[config.mk]
export PLATFORM = sky130hd
export DESIGN_NAME = irq_seq
export DESIGN_NICKNAME = d
export VERILOG_FILES = /design/src/rtl/irq_seq_pkg.sv /design/src/rtl/irq_seq_ctrl.sv /design/src/rtl/irq_seq_stack.sv /design/src/rtl/irq_seq.sv
export SDC_FILE = /design/constraint.sdc
export NUM_CORES = 1
export LEC_CHECK = 0
export ABC_AREA = 0
export BUFFER_PORTS_ARGS = -buffer_cell sky130_fd_sc_hd__buf_4
export CAP_MARGIN = 20
export CORE_MARGIN = 4
export CORE_UTILIZATION = 40
export CTS_CLUSTER_SIZE = 40
export DETAILED_ROUTE_END_ITERATION = 8
export HOLD_SLACK_MARGIN = 0.12
export PLACE_DENSITY = 0.74
export SLEW_MARGIN = 20
export SYNTH_ARGS = -nofsm -noshare
export SYNTH_HDL_FRONTEND = slang
export SYNTH_HIERARCHICAL = 1
export SYNTH_SLANG_ARGS = --single-unit
[constraint.sdc]
create_clock -name clk_i -period 1.8 [get_ports clk_i]
set_input_delay 0.27 -clock clk_i [delete_from_list [all_inputs] [get_ports clk_i]]
set_output_delay 0.27 -clock clk_i [all_outputs]
set_load 0.05 [all_outputs]
[src/rtl/irq_seq_pkg.sv]
package irq_seq_pkg;
  typedef enum logic [1:0] {
    ST_IDLE  = 2'd0,
    ST_ENTRY = 2'd1,
    ST_POP   = 2'd2,
    ST_RDONE = 2'd3
  } seq_state_e;
endpackage

[src/rtl/irq_seq_ctrl.sv]
module irq_seq_ctrl
  import irq_seq_pkg::*;
#(
  parameter int unsigned ENTRY_CYCLES = 13,
  parameter int unsigned STEP_W       = $clog2(ENTRY_CYCLES)
) (
  input  logic              clk_i,
  input  logic              rst_ni,
  input  logic              req_i,
  input  logic              ie_i,
  input  logic              reti_i,
  output seq_state_e        state_o,
  output logic [STEP_W-1:0] step_o,
  output logic              start_entry_o,
  output logic              start_ret_o
);
  localparam logic [STEP_W-1:0] LAST_STEP = STEP_W'(ENTRY_CYCLES - 1);
  localparam logic [STEP_W-1:0] LAST_POP  = STEP_W'(2);

  seq_state_e        state_q;
  logic [STEP_W-1:0] step_q;

  // return wins over a simultaneous request
  assign start_ret_o   = (state_q == ST_IDLE) && reti_i;
  assign start_entry_o = (state_q == ST_IDLE) && !reti_i && req_i && ie_i;

  always_ff @(posedge clk_i or negedge rst_ni) begin
    if (!rst_ni) begin
      state_q <= ST_IDLE;
      step_q  <= '0;
    end else begin
      case (state_q)
        ST_IDLE: begin
          step_q <= '0;
          if (start_ret_o)        state_q <= ST_POP;
          else if (start_entry_o) state_q <= ST_ENTRY;
        end
        ST_ENTRY: begin
          if (step_q == LAST_STEP) begin
            state_q <= ST_IDLE;
            step_q  <= '0;
          end else begin
            step_q <= step_q + 1'b1;
          end
        end
        ST_POP: begin
          if (step_q == LAST_POP) begin
            state_q <= ST_RDONE;
            step_q  <= '0;
          end else begin
            step_q <= step_q + 1'b1;
          end
        end
        default: state_q <= ST_IDLE;
      endcase
    end
  end

  assign state_o = state_q;
  assign step_o  = step_q;
endmodule

[src/rtl/irq_seq_stack.sv]
module irq_seq_stack #(
  parameter int unsigned SP_W = 8
) (
  input  logic            clk_i,
  input  logic            rst_ni,
  input  logic            push_i,
  input  logic            pop_i,
  output logic [SP_W-1:0] sp_o,
  output logic [SP_W-1:0] addr_o
);
  logic [SP_W-1:0] sp_q;

  always_ff @(posedge clk_i or negedge rst_ni) begin
    if (!rst_ni)     sp_q <= '0;
    else if (push_i) sp_q <= sp_q + 1'b1;
    else if (pop_i)  sp_q <= sp_q - 1'b1;
  end

  // pointer marks next free byte; pop reads the byte below it
  assign addr_o = pop_i ? sp_q - 1'b1 : sp_q;
  assign sp_o   = sp_q;

  p_push_grow_r3: assert property (@(posedge clk_i) disable iff (!rst_ni)
    push_i |=> sp_o == SP_W'($past(sp_o) + 1'b1));
  p_pop_shrink_r8: assert property (@(posedge clk_i) disable iff (!rst_ni)
    pop_i |=> sp_o == SP_W'($past(sp_o) - 1'b1));
  p_push_pop_excl_r7: assert property (@(posedge clk_i) disable iff (!rst_ni)
    !(push_i && pop_i));
endmodule

[src/rtl/irq_seq.sv]
module irq_seq
  import irq_seq_pkg::*;
#(
  parameter int unsigned BYTE_W       = 8,
  parameter int unsigned SP_W         = 8,
  parameter int unsigned ENTRY_CYCLES = 13,
  parameter int unsigned IE_BIT       = 0
) (
  input  logic                  clk_i,
  input  logic                  rst_ni,
  input  logic                  irq_req_i,
  input  logic [2*BYTE_W-1:0]   irq_vec_i,
  output logic                  irq_ack_o,
  input  logic                  reti_i,
  input  logic [2*BYTE_W-1:0]   pc_i,
  input  logic [BYTE_W-1:0]     flags_i,
  output logic                  pc_we_o,
  output logic [2*BYTE_W-1:0]   pc_o,
  output logic                  flags_we_o,
  output logic [BYTE_W-1:0]     flags_o,
  output logic                  stk_we_o,
  output logic [SP_W-1:0]       stk_addr_o,
  output logic [BYTE_W-1:0]     stk_wdata_o,
  input  logic [BYTE_W-1:0]     stk_rdata_i,
  output logic [SP_W-1:0]       sp_o,
  output logic                  busy_o,
  output logic                  done_o
);
  localparam int unsigned PC_W   = 2 * BYTE_W;
  localparam int unsigned STEP_W = $clog2(ENTRY_CYCLES);
  localparam logic [STEP_W-1:0] LAST_STEP  = STEP_W'(ENTRY_CYCLES - 1);
  localparam logic [STEP_W-1:0] CLEAR_STEP = STEP_W'(3);

  seq_state_e        state;
  logic [STEP_W-1:0] step;
  logic              start_entry, start_ret;
  logic              push, pop;
  logic [PC_W-1:0]   pc_q, vec_q;
  logic [BYTE_W-1:0] flg_q;

  irq_seq_ctrl #(.ENTRY_CYCLES(ENTRY_CYCLES), .STEP_W(STEP_W)) u_ctrl (
    .clk_i        (clk_i),
    .rst_ni       (rst_ni),
    .req_i        (irq_req_i),
    .ie_i         (flags_i[IE_BIT]),
    .reti_i       (reti_i),
    .state_o      (state),
    .step_o       (step),
    .start_entry_o(start_entry),
    .start_ret_o  (start_ret)
  );

  assign push = (state == ST_ENTRY) && (step < CLEAR_STEP);
  assign pop  = (state == ST_POP);

  irq_seq_stack #(.SP_W(SP_W)) u_stack (
    .clk_i (clk_i),
    .rst_ni(rst_ni),
    .push_i(push),
    .pop_i (pop),
    .sp_o  (sp_o),
    .addr_o(stk_addr_o)
  );

  // frame registers: captured on entry, refilled by pops on return
  always_ff @(posedge clk_i or negedge rst_ni) begin
    if (!rst_ni) begin
      pc_q  <= '0;
      flg_q <= '0;
      vec_q <= '0;
    end else if (start_entry) begin
      pc_q  <= pc_i;
      flg_q <= flags_i;
      vec_q <= irq_vec_i;
    end else if (pop) begin
      case (step)
        STEP_W'(0): flg_q             <= stk_rdata_i;
        STEP_W'(1): pc_q[BYTE_W-1:0]  <= stk_rdata_i;
        default:    pc_q[PC_W-1:BYTE_W] <= stk_rdata_i;
      endcase
    end
  end

  always_comb begin
    case (step)
      STEP_W'(0): stk_wdata_o = pc_q[PC_W-1:BYTE_W];
      STEP_W'(1): stk_wdata_o = pc_q[BYTE_W-1:0];
      default:    stk_wdata_o = flg_q;
    endcase
  end

  assign stk_we_o   = push;
  assign irq_ack_o  = (state == ST_ENTRY) && (step == '0);
  assign flags_we_o = ((state == ST_ENTRY) && (step == CLEAR_STEP)) || (state == ST_RDONE);
  assign flags_o    = (state == ST_RDONE) ? flg_q : '0;
  assign pc_we_o    = ((state == ST_ENTRY) && (step == LAST_STEP)) || (state == ST_RDONE);
  assign pc_o       = (state == ST_RDONE) ? pc_q : vec_q;
  assign done_o     = pc_we_o;
  assign busy_o     = (state != ST_IDLE);

  p_accept_ack_r2: assert property (@(posedge clk_i) disable iff (!rst_ni)
    (!busy_o && irq_req_i && flags_i[IE_BIT] && !reti_i) |=> irq_ack_o);
  p_ack_single_r6: assert property (@(posedge clk_i) disable iff (!rst_ni)
    irq_ack_o |=> !irq_ack_o);
  p_ack_in_entry_r6: assert property (@(posedge clk_i) disable iff (!rst_ni)
    irq_ack_o |-> (busy_o && stk_we_o && !done_o));
  p_flags_zero_r4: assert property (@(posedge clk_i) disable iff (!rst_ni)
    (flags_we_o && !done_o) |-> (flags_o == '0));
  p_done_idle_r5: assert property (@(posedge clk_i) disable iff (!rst_ni)
    done_o |=> !busy_o);
  p_ret_start_r9: assert property (@(posedge clk_i) disable iff (!rst_ni)
    (!busy_o && reti_i) |=> (busy_o && !stk_we_o && !irq_ack_o));
endmodule

Yosys cells after proc, flatten, opt, wreduce, memory -nomap -nowiden. Index checks and enable logic that the tools add are counted.

Flip-flop bits (word level): 54. Output and inout bits: 54. Input bits: 52.

Eq/ne operators: 11. Add/subtract/negate cells: 3. Multiplexer cells: 20. Reduce and logical (&&, ||, !) cells: 23. Magnitude comparators: 1.

Operators with widths (number): 8-bit 2-to-1 mux (8); 16-bit 2-to-1 mux (3); 8-bit case mux with 2 select lines (1); 4-bit case mux with 3 select lines (1); 8-bit by 1-bit adder with 8-bit output, second input constant (1); 4-bit by 2-bit == test with 1-bit output, second input constant (2); 1-bit logical AND (8); 2-bit 2-to-1 mux (4); 4-bit 2-to-1 mux (2); 2-bit nonzero test (4); 8-bit by 1-bit subtractor with 8-bit output, second input constant (1); 2-bit case mux with 3 select lines (1); 2-bit AND reduction (3); 4-bit by 1-bit adder with 4-bit output, second input constant (1); 2-bit == test, second input constant (2); 4-bit by 1-bit == test with 1-bit output, second input constant (1); 4-bit == test, second input constant (1); 4-bit logical NOT (1); 4-bit by 2-bit < comparator with 1-bit output, second input constant (1); 2-bit by 1-bit != test with 1-bit output, second input constant (2); 3-bit != test, second input constant (1); 3-bit AND reduction (1); 3-bit nonzero test (1); 2-bit by 1-bit == test with 1-bit output, second input constant (1); 5 further kinds (6).

Depth between registers and ports, before layout. Gate-level depths: netlist of run 1.

Depth in word-level cells: 7. Depth in mapped cells: 8. Gate-level depth less buffers: 7.

Modules after synthesis. The synthesis of run 1 kept the hierarchy.

By module, submodules not included: irq_seq (sequential area each 1001.0 um2, instances 1, cells an instance 222, area an instance 2275.9 um2); irq_seq_stack (sequential area each 200.2 um2, instances 1, cells an instance 58, area an instance 565.5 um2); irq_seq_ctrl (sequential area each 150.1 um2, instances 1, cells an instance 50, area an instance 440.4 um2).

Worst setup path before layout of run 1. Ideal clock, no wire load.

Path type: register to output. Start point: reg u_ctrl.state_q[0] (netlist: u_ctrl/state_o[0]). End point: out stk_addr_o[6]. Path slack: -880 ps. Stages on the path, launching flop included: 7. Buffers on the path: 1. Data arrival time: 2410 ps. Cell sequence: dfrtp_1 -> nand2b_1 -> clkbuf_1 -> inv_2 -> nand2_2 -> or4b_4 -> xnor2_1.

Word-level cells in the longest chain between the ends: 2.

Ends and longest elaborated chain: start: declaration (line irq_seq_ctrl.sv:20) `seq_state_e state_q;`; start signal: assignment (line irq_seq_ctrl.sv:29) `state_q <= ST_IDLE;`; start signal: assignment (line irq_seq_ctrl.sv:35) `if (start_ret_o) state_q <= ST_POP;`; start signal: assignment (line irq_seq_ctrl.sv:36) `else if (start_entry_o) state_q <= ST_ENTRY;`; 2-bit == test (line irq_seq.sv:54) `assign pop = (state == ST_POP);`; net pop (line irq_seq.sv:37) `logic push, pop;`; 8-bit 2-to-1 mux (line irq_seq_stack.sv:20) `assign addr_o = pop_i ? sp_q - 1'b1 : sp_q;`; end: declaration (line irq_seq.sv:22) `output logic [SP_W-1:0] stk_addr_o,`.

The timed path passes the listed nets, and every way through them passes these cells.

Worst setup path after layout of run 1. Ends and elaborated chain as after synthesis.

==> reports/metrics.csv, run 1 <==
metric,value,unit
Critical Path RT,1.53,ns
ranking of synthesized cells by area,"dfrtp_1, mux2_2, a2bb2oi_1, a31oi_1, o21ai_0",
share of cells above drive strength 1,67.40,%
met2 Resource Use GR,39.83,%
RePlAce Congestion,0.8906,
Sequential Power Share,17.2,%
Slew @ Worst Pin,0.7204,ns
"count leader, synth",dfrtp_1,
largest net degree at the start of global routing,55,
Synth top cells by count,"dfrtp_1, mux2_2, a31oi_1",
Worst Setup Start Kind,register,
layer with the highest usage,met2,
sequential element share of the synthesized area,41.17,%
cell row count,32,
initial core utilization,41.82,%
run status,"finished, violations left",
final hold violation count,0,
clock group share of total power,6.3,%
overall power,13.89,mW
Die Area,0.009718,mm2
post-synth top area share,41.17,%
setup TNS,-13.36,ns
worst vdd ir,0.001857,V
final period utilization,118.7,%
Period minus WS final,2.137,ns
unique cell type count in the Yosys netlist,45,
"EDFF count, synth",0,
Leak Pwr,2.761,nW
DR pass1 iterations,5,
WL final,14.05,mm
DRT iter0 DRCs,302,
fmax,468.0,MHz
met1 usage,29.29,%
crit-path max FO,3,
Syn Area/Cell,9.945,um2
Switching Power,6.894,mW
Yosys Warn Count,6,
Placeable Area,0.007848,mm2
Synth Flop Type,dfrtp_1,
violated checks,negative setup slack,
area grow syn2layout,89.06,%
CP max stage cell,or4b_4,
initial antenna violation count,0,
Vias,3678,
Yosys reg bits,54,
met3 GRT Util,5.025,%
Die Y,98.58,um
Async SR Flop Fraction,100.0,%
Final Hold Slack,0.1777,ns
CTS Buffer Depth,2,
synthesized cell area,0.003282,mm2
first-pass GRT wire length,18.41,mm
worst skew pair latency,0.32,ns
Slew headroom,51.97,%
"area leader, netlist",dfrtp_1,
power per cell area,2238,mW/mm2
clk slew on worst S/H paths,0.11,ns
CTS sink cnt,54,
fin. max-slew vios,0,
internal power,6.993,mW
Max-Cap Viols,0,
"Cell Chain, Critical Path","nand2b_4, inv_8, nand2_4, or4b_4, xnor2_4, buf_6",
DR DRC count,0,
aggregate global-route resource usage,23.43,%
Root Buffer,clkbuf_8,
Final setup viols,88,
GRT overflow,0,
CP max stage delay,0.53,ns
Min-Delay Path Class,input port to register,
net count after synthesis,391,
Crit. End Element,output pin,
Syn Inst Count,330,
WL per Instance,23.34,um
# diodes,0,
RSZ-0062 raised after global routing,true,
combinational power share,76.5,%
Layout Nets,560,
dpl ws,-0.1138,ns
"Arr. time, crit path",1.87,ns
final worst slack,-0.3368,ns
# port buffers,105,
Clock Skew,0.01064,ns
DP HPWL,7.358,mm
H-tree depth,2,
sw frac,49.64,%
CTS tree,done,
ANT nets after route,0,
I/O pin count,106,
WS Path Type,register to output pin,
vias in the first global route,3563,
Die Wd,98.58,um
DR vias/cell,6.110,
Inserted Clock Buffers,5,
-- layout make-up --
type                    count  area [um2]
repair buffers            187        1957
multi-input cells         242        2581
flip-flops and latches     54        1360
well taps                 102       127.6
clock inverters             3       43.79
inverters                   9       66.31
fillers                   429        1643
clock buffers               5       68.82
-- final timing paths --
path | start | endpoint | slack (ns) | cells past startpoint
min in group asynchronous | rst_ni | flg_q[6] | 0.56 | 2
min | irq_vec_i[8] | vec_q[8] | 0.18 | 2
max in group asynchronous | rst_ni | u_stack/sp_o[2] | 0.72 | 2
min reg2reg | vec_q[10] | vec_q[10] | 0.52 | 1
max reg2reg | u_ctrl/state_o[0] | flg_q[4] | -0.25 | 12
max | u_ctrl/state_o[0] | stk_addr_o[6] | -0.34 | 6
-- power groups by stage --
| stage | combinational (mW) | clock [mW] | sequential [mW] |
|---|---|---|---|
| after global placement | 7.48 | 0 | 2.23 |
| after detailed placement | 7.60 | 0 | 2.25 |
| after CTS | 8.69 | 0.868 | 2.25 |
| final | 10.6 | 0.878 | 2.38 |
| after floorplan | 5.12 | 0 | 2.53 |
| after global routing | 11.1 | 0.914 | 2.43 |
-- logic make-up after synthesis --
kind of cell | share of synthesized area [%]
buffers and inverters | 4.613
XOR/XNOR | 3.736
AO/OA/AOI/OAI | 17.88
multiplexers | 14.37
flip-flops | 41.17
adder cells (fa/ha/maj) | 3.431
AND/OR/NAND/NOR | 14.79
-- worst max-delay path, delay by kind of cell, from the launching register on --
kind,cells,cell delay [ns]
xor+xnor,1,0.15
buf+inv,2,0.23
flops,1,0.43
simple gates,3,0.74
-- stage by stage --
step | utilization [%] | instances | area (um2)
3_3_place_gp | 59.07 | 549 | 4636
5_1_grt | 79.07 | 602 | 6205
2_1_floorplan | - | 330 | 3566
4_1_cts | 68.96 | 582 | 5411
6_report | 79.07 | 602 | 6205
3_5_place_dp | 59.07 | 549 | 4636
-- placed cells by master (no fill, tap or decap), types with 4 or more instances in the layout --
cell       synthesis  final
a2bb2oi_1         20     13
buf_4              1    101
buf_12             0      7
a2bb2oi_2          0      7
xor2_1             7      5
a31oi_2            0      6
o21ai_1           13     15
nor2_4             0      5
mux2i_2            0      4
nor2_2             2      5
and3_4             0      5
nor2_1            13      5
ha_1               9      5
nand2_2            1      7
nand3_2            0      4
mux2_4             0     32
ha_4               0      4
nand3_1            8      4
dfrtp_1           54     47
o21ai_0           23      8
a31oi_4            0      5
buf_8              0     23
mux2i_1           10      5
o21ai_2            0      5
dfrtp_2            0      7
buf_6              1     48
clkbuf_8           0      5
nand2_4            0      5
a21oi_1            5      4
o21ai_4            0      8
a31oi_1           27     16
nand2_1           21      9
-- routing by layer --
| metal | vias up | wire length, um |
|---|---|---|
| met1 | 1833 | 5207 |
| li1 | 1545 | - |
| met3 | 64 | 1190 |
| met4 | 0 | 625 |
| met2 | 236 | 7027 |
| met5 | - | 0 |
-- what timing repair did --
action,4_1_cts,5_1_grt
pin swaps,13,32
cloned,7,5
endpoints found under the setup margin,65,91
hold endpoints to repair,54,0
hold buffers,1,0
buffers inserted,17,23
gates resized for setup,91,161
-- state kept, by name (all words and copies together), names as in the netlist --
name and count:
u_stack/sp_o 8, flg_q 8, u_ctrl/step_o 4, vec_q 16, pc_q 16, u_ctrl/state_o 2
Power figures use the tool's default switching activity.
==> run 2, diff against run 1 <==
--- a/config.mk
+++ b/config.mk
@@ -5,7 +5,7 @@
 export SDC_FILE = /design/constraint.sdc
 export NUM_CORES = 1
 export LEC_CHECK = 0
-export ABC_AREA = 0
+export ABC_AREA = 1
 export BUFFER_PORTS_ARGS = -buffer_cell sky130_fd_sc_hd__buf_4
 export CAP_MARGIN = 20
 export CORE_MARGIN = 4
==> reports/metrics.csv, run 2 <==
metric,value,unit
Yosys reg bits,54,
DR pass1 iterations,6,
Hold Crit Endpoint,vec_q[10],
Register Area,0.001360,mm2
CTS Buffer Depth,2,
dpl ws,0.06903,ns
Die Area,0.009963,mm2
"most common cell after layout, fill and taps aside",nand2_1,
Period minus WS final,1.898,ns
Synth top cells by count,"nand2_1, nand3_1, dfrtp_1",
Yosys Warn Count,6,
WS Path Type,register to output pin,
fin. max-slew vios,0,
post-synth top area share,40.07,%
unique cell type count in the Yosys netlist,29,
RePlAce Congestion,0.9233,
top flop regs,"pc_q (16), vec_q (16)",
DRT iter0 DRCs,219,
Die Wd,99.82,um
WL final,10.88,mm
Worst Setup Start Kind,register,
setup TNS,-0.4484,ns
sequential element share of the synthesized area,40.07,%
"count leader, synth",nand2_1,
Area after DPL,0.004507,mm2
Final setup viols,17,
RSZ-0062 raised after global routing,true,
Crit. End Element,output pin,
"Cell Chain, Critical Path","nor2_4, buf_12, nand2_4, o211ai_1, buf_4",
post-route insts no fill,742,
WL per Instance,14.67,um
FF-to-FF path depth,11,
Root Buffer,clkbuf_8,
H-tree depth,2,
largest net degree at the start of global routing,55,
first-pass GRT wire length,16.63,mm
Levels on crit path,5,
dpl cells,705,
FF-to-FF End,pc_q[7],
Leak Pwr,2.693,nW
hold path depth,3,
Reg2Reg Setup Slack,0.04,ns
DP HPWL,7.464,mm
clk slew on worst S/H paths,0.10,ns
CP max stage cell,dfrtp_1,
Multi-input gate area,0.002048,mm2
power per cell area,2036,mW/mm2
Hold Crit Start,irq_vec_i[10],
Syn Inst Count,493,
violated checks,negative setup slack,
Syn Area/Cell,6.840,um2
reg2reg start,u_ctrl/state_o[0],
cell row count,33,
net count after synthesis,554,
Max-Cap Viols,0,
# diodes,0,
Buf/Inv on CP,2,
Die Y,99.82,um
GRT overflow,0,
fin util,63.56,%
"area leader, netlist",dfrtp_1,
vias in the first global route,3544,
"Arr. time, crit path",1.63,ns
ANT nets after route,0,
# port buffers,105,
"EDFF count, synth",0,
Async SR Flop Fraction,100.0,%
run status,"finished, violations left",
aggregate global-route resource usage,20.47,%
Clock Skew,0.004532,ns
Inserted Clock Buffers,5,
CTS sink cnt,54,
crit-path max FO,7,
Min-Delay Path Class,input port to register,
DR DRC count,0,
worst skew pair latency,0.31,ns
CTS tree,done,
"commonest non-fill, non-tap cells in the layout","nand2_1, buf_4, dfrtp_1, nand3_1, inv_1",
area grow syn2layout,54.88,%
DR vias/cell,5.071,
Top delay family on crit path,flip-flops,
Vias,3763,
Critical Path RT,1.53,ns
Placeable Area,0.008217,mm2
Slew headroom,52.52,%
Layout Nets,698,
synthesized cell area,0.003372,mm2
final worst slack,-0.09838,ns
worst vdd ir,0.0009392,V
fmax,526.8,MHz
final hold violation count,0,
ranking of synthesized cells by area,"dfrtp_1, nand2_1, nand3_1, inv_1, nor2_1",
Synth Flop Type,dfrtp_1,
Slew @ Worst Pin,0.7121,ns
I/O pin count,106,
share of cells above drive strength 1,39.72,%
initial antenna violation count,0,
# fillers,701,
fin area,0.005223,mm2
final period utilization,105.5,%
initial core utilization,41.04,%
CP max stage delay,0.42,ns
run 2: per-stage QoR:
stage | hold slack [ns] | total power [mW]
6_report | 0.1578 | 10.63
3_5_place_dp | 0.3697 | 8.689
5_1_grt | 0.1610 | 11.23
3_3_place_gp | 0.3616 | 8.571
4_1_cts | 0.1578 | 10.01
2_1_floorplan | -0.02559 | 6.716
run 2: cell families after synthesis:
logic type | count (synthesis) | share of synthesized area [%]
AO/OA/AOI/OAI | 54 | 8.906
AND/OR/NAND/NOR | 307 | 39.07
XOR/XNOR | 3 | 0.7794
buffers and inverters | 66 | 7.829
flip-flops | 54 | 40.07
adder cells (fa/ha/maj) | 9 | 3.340
run 2: final cells by class:
| type | count | share of cell area [%] |
|---|---|---|
| inverter | 51 | 3.785 |
| clock inverter | 2 | 0.7427 |
| timing repair buffer | 151 | 26.38 |
| tap | 105 | 2.516 |
| sequential | 54 | 26.04 |
| multi-input combinational | 374 | 39.22 |
| clock buffer | 5 | 1.318 |
run 2: layer usage:
| layer | global-route usage, % | wire length [um] |
|---|---|---|
| met1 | 27.26 | 4732 |
| met2 | 34.63 | 5163 |
| met3 | 2.849 | 720 |
| met4 | 6.092 | 265 |
| met5 | 0 | 0 |
run 2: repair_timing:
| item | in CTS | in global routing |
|---|---|---|
| hold buffers | 1 | 0 |
| gates resized for setup | 32 | 62 |
| buffers inserted | 18 | 7 |
| setup endpoints to repair | 33 | 53 |
| pin swaps | 10 | 10 |
| endpoints found under the hold margin | 54 | 0 |
| gates cloned | 1 | 3 |
run 2: worst max-delay path by stage:
| stage | startpoint | end | slack, ns |
|---|---|---|---|
| 6_report | u_ctrl/step_o[2] | stk_wdata_o[2] | -0.1 |
| 5_1_grt | u_ctrl/step_o[2] | stk_wdata_o[2] | -0.13 |
| 4_1_cts | u_ctrl/state_o[1] | pc_o[0] | -0.03 |
| 3_5_place_dp | u_ctrl/state_o[1] | pc_q[8] | 0.07 |
| 3_3_place_gp | u_ctrl/state_o[1] | stk_addr_o[7] | 0.12 |
| 2_1_floorplan | u_ctrl/state_o[0] | pc_o[10] | -0.37 |
run 2: where the power goes:
part	internal (mW)	switching, mW
clock	0.410	0.414
sequential	1.76	0.452
combinational	2.66	4.93
total	4.83	5.80
run 2: worst min-delay path, cell delays in order:
cell and delay, ns:
buf_4 0.07, nand2_1 0.04, nand2_1 0.06
==> run 3, diff against run 2 <==
--- a/config.mk
+++ b/config.mk
@@ -9,11 +9,12 @@
 export BUFFER_PORTS_ARGS = -buffer_cell sky130_fd_sc_hd__buf_4
 export CAP_MARGIN = 20
 export CORE_MARGIN = 4
-export CORE_UTILIZATION = 40
+export CORE_UTILIZATION = 45
 export CTS_CLUSTER_SIZE = 40
 export DETAILED_ROUTE_END_ITERATION = 8
 export HOLD_SLACK_MARGIN = 0.12
-export PLACE_DENSITY = 0.74
+export PLACE_DENSITY = 0.81
+export RECOVER_POWER = 50
 export SLEW_MARGIN = 20
 export SYNTH_ARGS = -nofsm -noshare
 export SYNTH_HDL_FRONTEND = slang
==> reports/metrics.csv, run 3 (synthesis results as in run 2) <==
metric,value,unit
run status,"finished, violations left",
violated checks,negative setup slack,
initial core utilization,46.49,%
DR pass1 iterations,6,
DRT iter0 DRCs,451,
worst vdd ir,0.0007741,V
Slew @ Worst Pin,1.250,ns
Period minus WS final,1.905,ns
RePlAce Congestion,0.8712,
crit-path max FO,4,
# port buffers,105,
"commonest non-fill, non-tap cells in the layout","nand2_1, buf_4, dfrtp_1, nand3_1, inv_1",
Top delay family on crit path,simple AND/OR/NAND/NOR gates,
WS Path Type,register to output pin,
top flop regs,"pc_q (16), vec_q (16)",
fin area,0.005087,mm2
"Cell Chain, Critical Path","inv_2, nor2_4, nand2_2, nor2_4, nand2_1, nand2_1, and2_4, buf_8",
Max-Cap Viols,0,
first-pass GRT wire length,16.19,mm
vias in the first global route,3498,
WL final,11.19,mm
Final setup viols,7,
largest net degree at the start of global routing,55,
Inserted Clock Buffers,5,
Slew headroom,16.68,%
power per cell area,2025,mW/mm2
Min-Delay Path Class,input port to register,
CTS sink cnt,54,
Worst Setup Start Kind,register,
final period utilization,105.8,%
"Arr. time, crit path",1.63,ns
initial antenna violation count,0,
aggregate global-route resource usage,22.71,%
setup TNS,-0.2584,ns
CTS Buffer Depth,2,
Leak Pwr,2.628,nW
fmax,525.1,MHz
Buf/Inv on CP,2,
Critical Path RT,1.53,ns
fin. max-slew vios,0,
Die Area,0.008943,mm2
Area after DPL,0.004492,mm2
Crit. End Element,output pin,
Die Y,94.57,um
overall power,10.30,mW
Placeable Area,0.007253,mm2
area grow syn2layout,50.87,%
# diodes,0,
clk slew on worst S/H paths,0.10,ns
DR DRC count,0,
final worst slack,-0.1045,ns
Die Wd,94.57,um
RSZ-0062 raised after global routing,true,
worst skew pair latency,0.32,ns
GRT overflow,0,
Root Buffer,clkbuf_8,
WL per Instance,15.37,um
CP max stage delay,0.43,ns
I/O pin count,106,
share of cells above drive strength 1,38.00,%
final hold violation count,0,
CP max stage cell,dfrtp_1,
Layout Nets,689,
"most common cell after layout, fill and taps aside",nand2_1,
cell row count,31,
DP HPWL,7.364,mm
dpl ws,0.1170,ns
Clock Skew,0.005218,ns
ANT nets after route,0,
DR vias/cell,5.291,
H-tree depth,2,
Vias,3852,
CTS tree,done,
run 3: where the power goes:
group / total, mW / switching (mW) / internal [mW] / leakage, nW
Clock: 0.751 / 0.433 / 0.318 / 0.0478
Sequential: 2.21 / 0.446 / 1.76 / 0.662
Combinational: 7.35 / 4.89 / 2.45 / 1.92
Total: 10.3 / 5.77 / 4.53 / 2.63
run 3: worst reg2reg max path, stage by stage, from the launching register on:
cell and delay [ns]:
dfrtp_1 0.44, buf_4 0.17, inv_2 0.08, ha_4 0.15, nand2_1 0.09, nor2_4 0.20, inv_4 0.09, buf_12 0.15
nand2_1 0.10, nand2_1 0.09, nand2_1 0.09, nand2_1 0.05
run 3: layout make-up:
class | instances | area (um2)
Tap cell | 99 | 123.9
Multi-Input combinational cell | 373 | 2031
Fill cell | 579 | 2166
Clock buffer | 6 | 82.58
Clock inverter | 2 | 16.27
Timing Repair Buffer | 143 | 1276
Inverter | 51 | 197.7
Sequential cell | 54 | 1360
run 3: path summary, 6_finish.rpt:
kind	from	end	slack, ns	cells past startpoint
setup / recovery	u_ctrl/state_o[1]	stk_addr_o[7]	-0.10	8
hold / removal	irq_vec_i[15]	vec_q[15]	0.15	3
setup reg to reg	u_ctrl/state_o[1]	pc_q[11]	0	11
hold reg to reg	pc_q[15]	pc_q[15]	0.50	2
max in group asynchronous	rst_ni	u_ctrl/step_o[1]	0.20	2
min in group asynchronous	rst_ni	u_stack/sp_o[5]	0.75	2
run 3: what timing repair did:
item,CTS,global route
setup endpoints to repair,31,54
pin swaps,11,17
gates cloned,0,5
buffers inserted,9,7
hold buffers,1,0
hold endpoints to repair,54,0
gates resized for setup,39,36
run 3: metal layers:
| layer | global-route usage (%) | up-vias | wire length (um) |
|---|---|---|---|
| met5 | 0 | - | 0 |
| met4 | 4.087 | 0 | 182 |
| met3 | 4.223 | 25 | 1132 |
| met2 | 38.42 | 226 | 5431 |
| met1 | 30.75 | 1781 | 4441 |
| li1 | - | 1820 | - |
run 3: stage by stage:
step | cells | hold slack [ns] | utilization, %
floorplan | 493 | -0.02559 | -
global placement | 698 | 0.3594 | 61.93
detailed placement | 698 | 0.3664 | 61.93
CTS | 716 | 0.1543 | 66.38
global route | 728 | 0.1500 | 70.14
finish | 728 | 0.1547 | 70.14
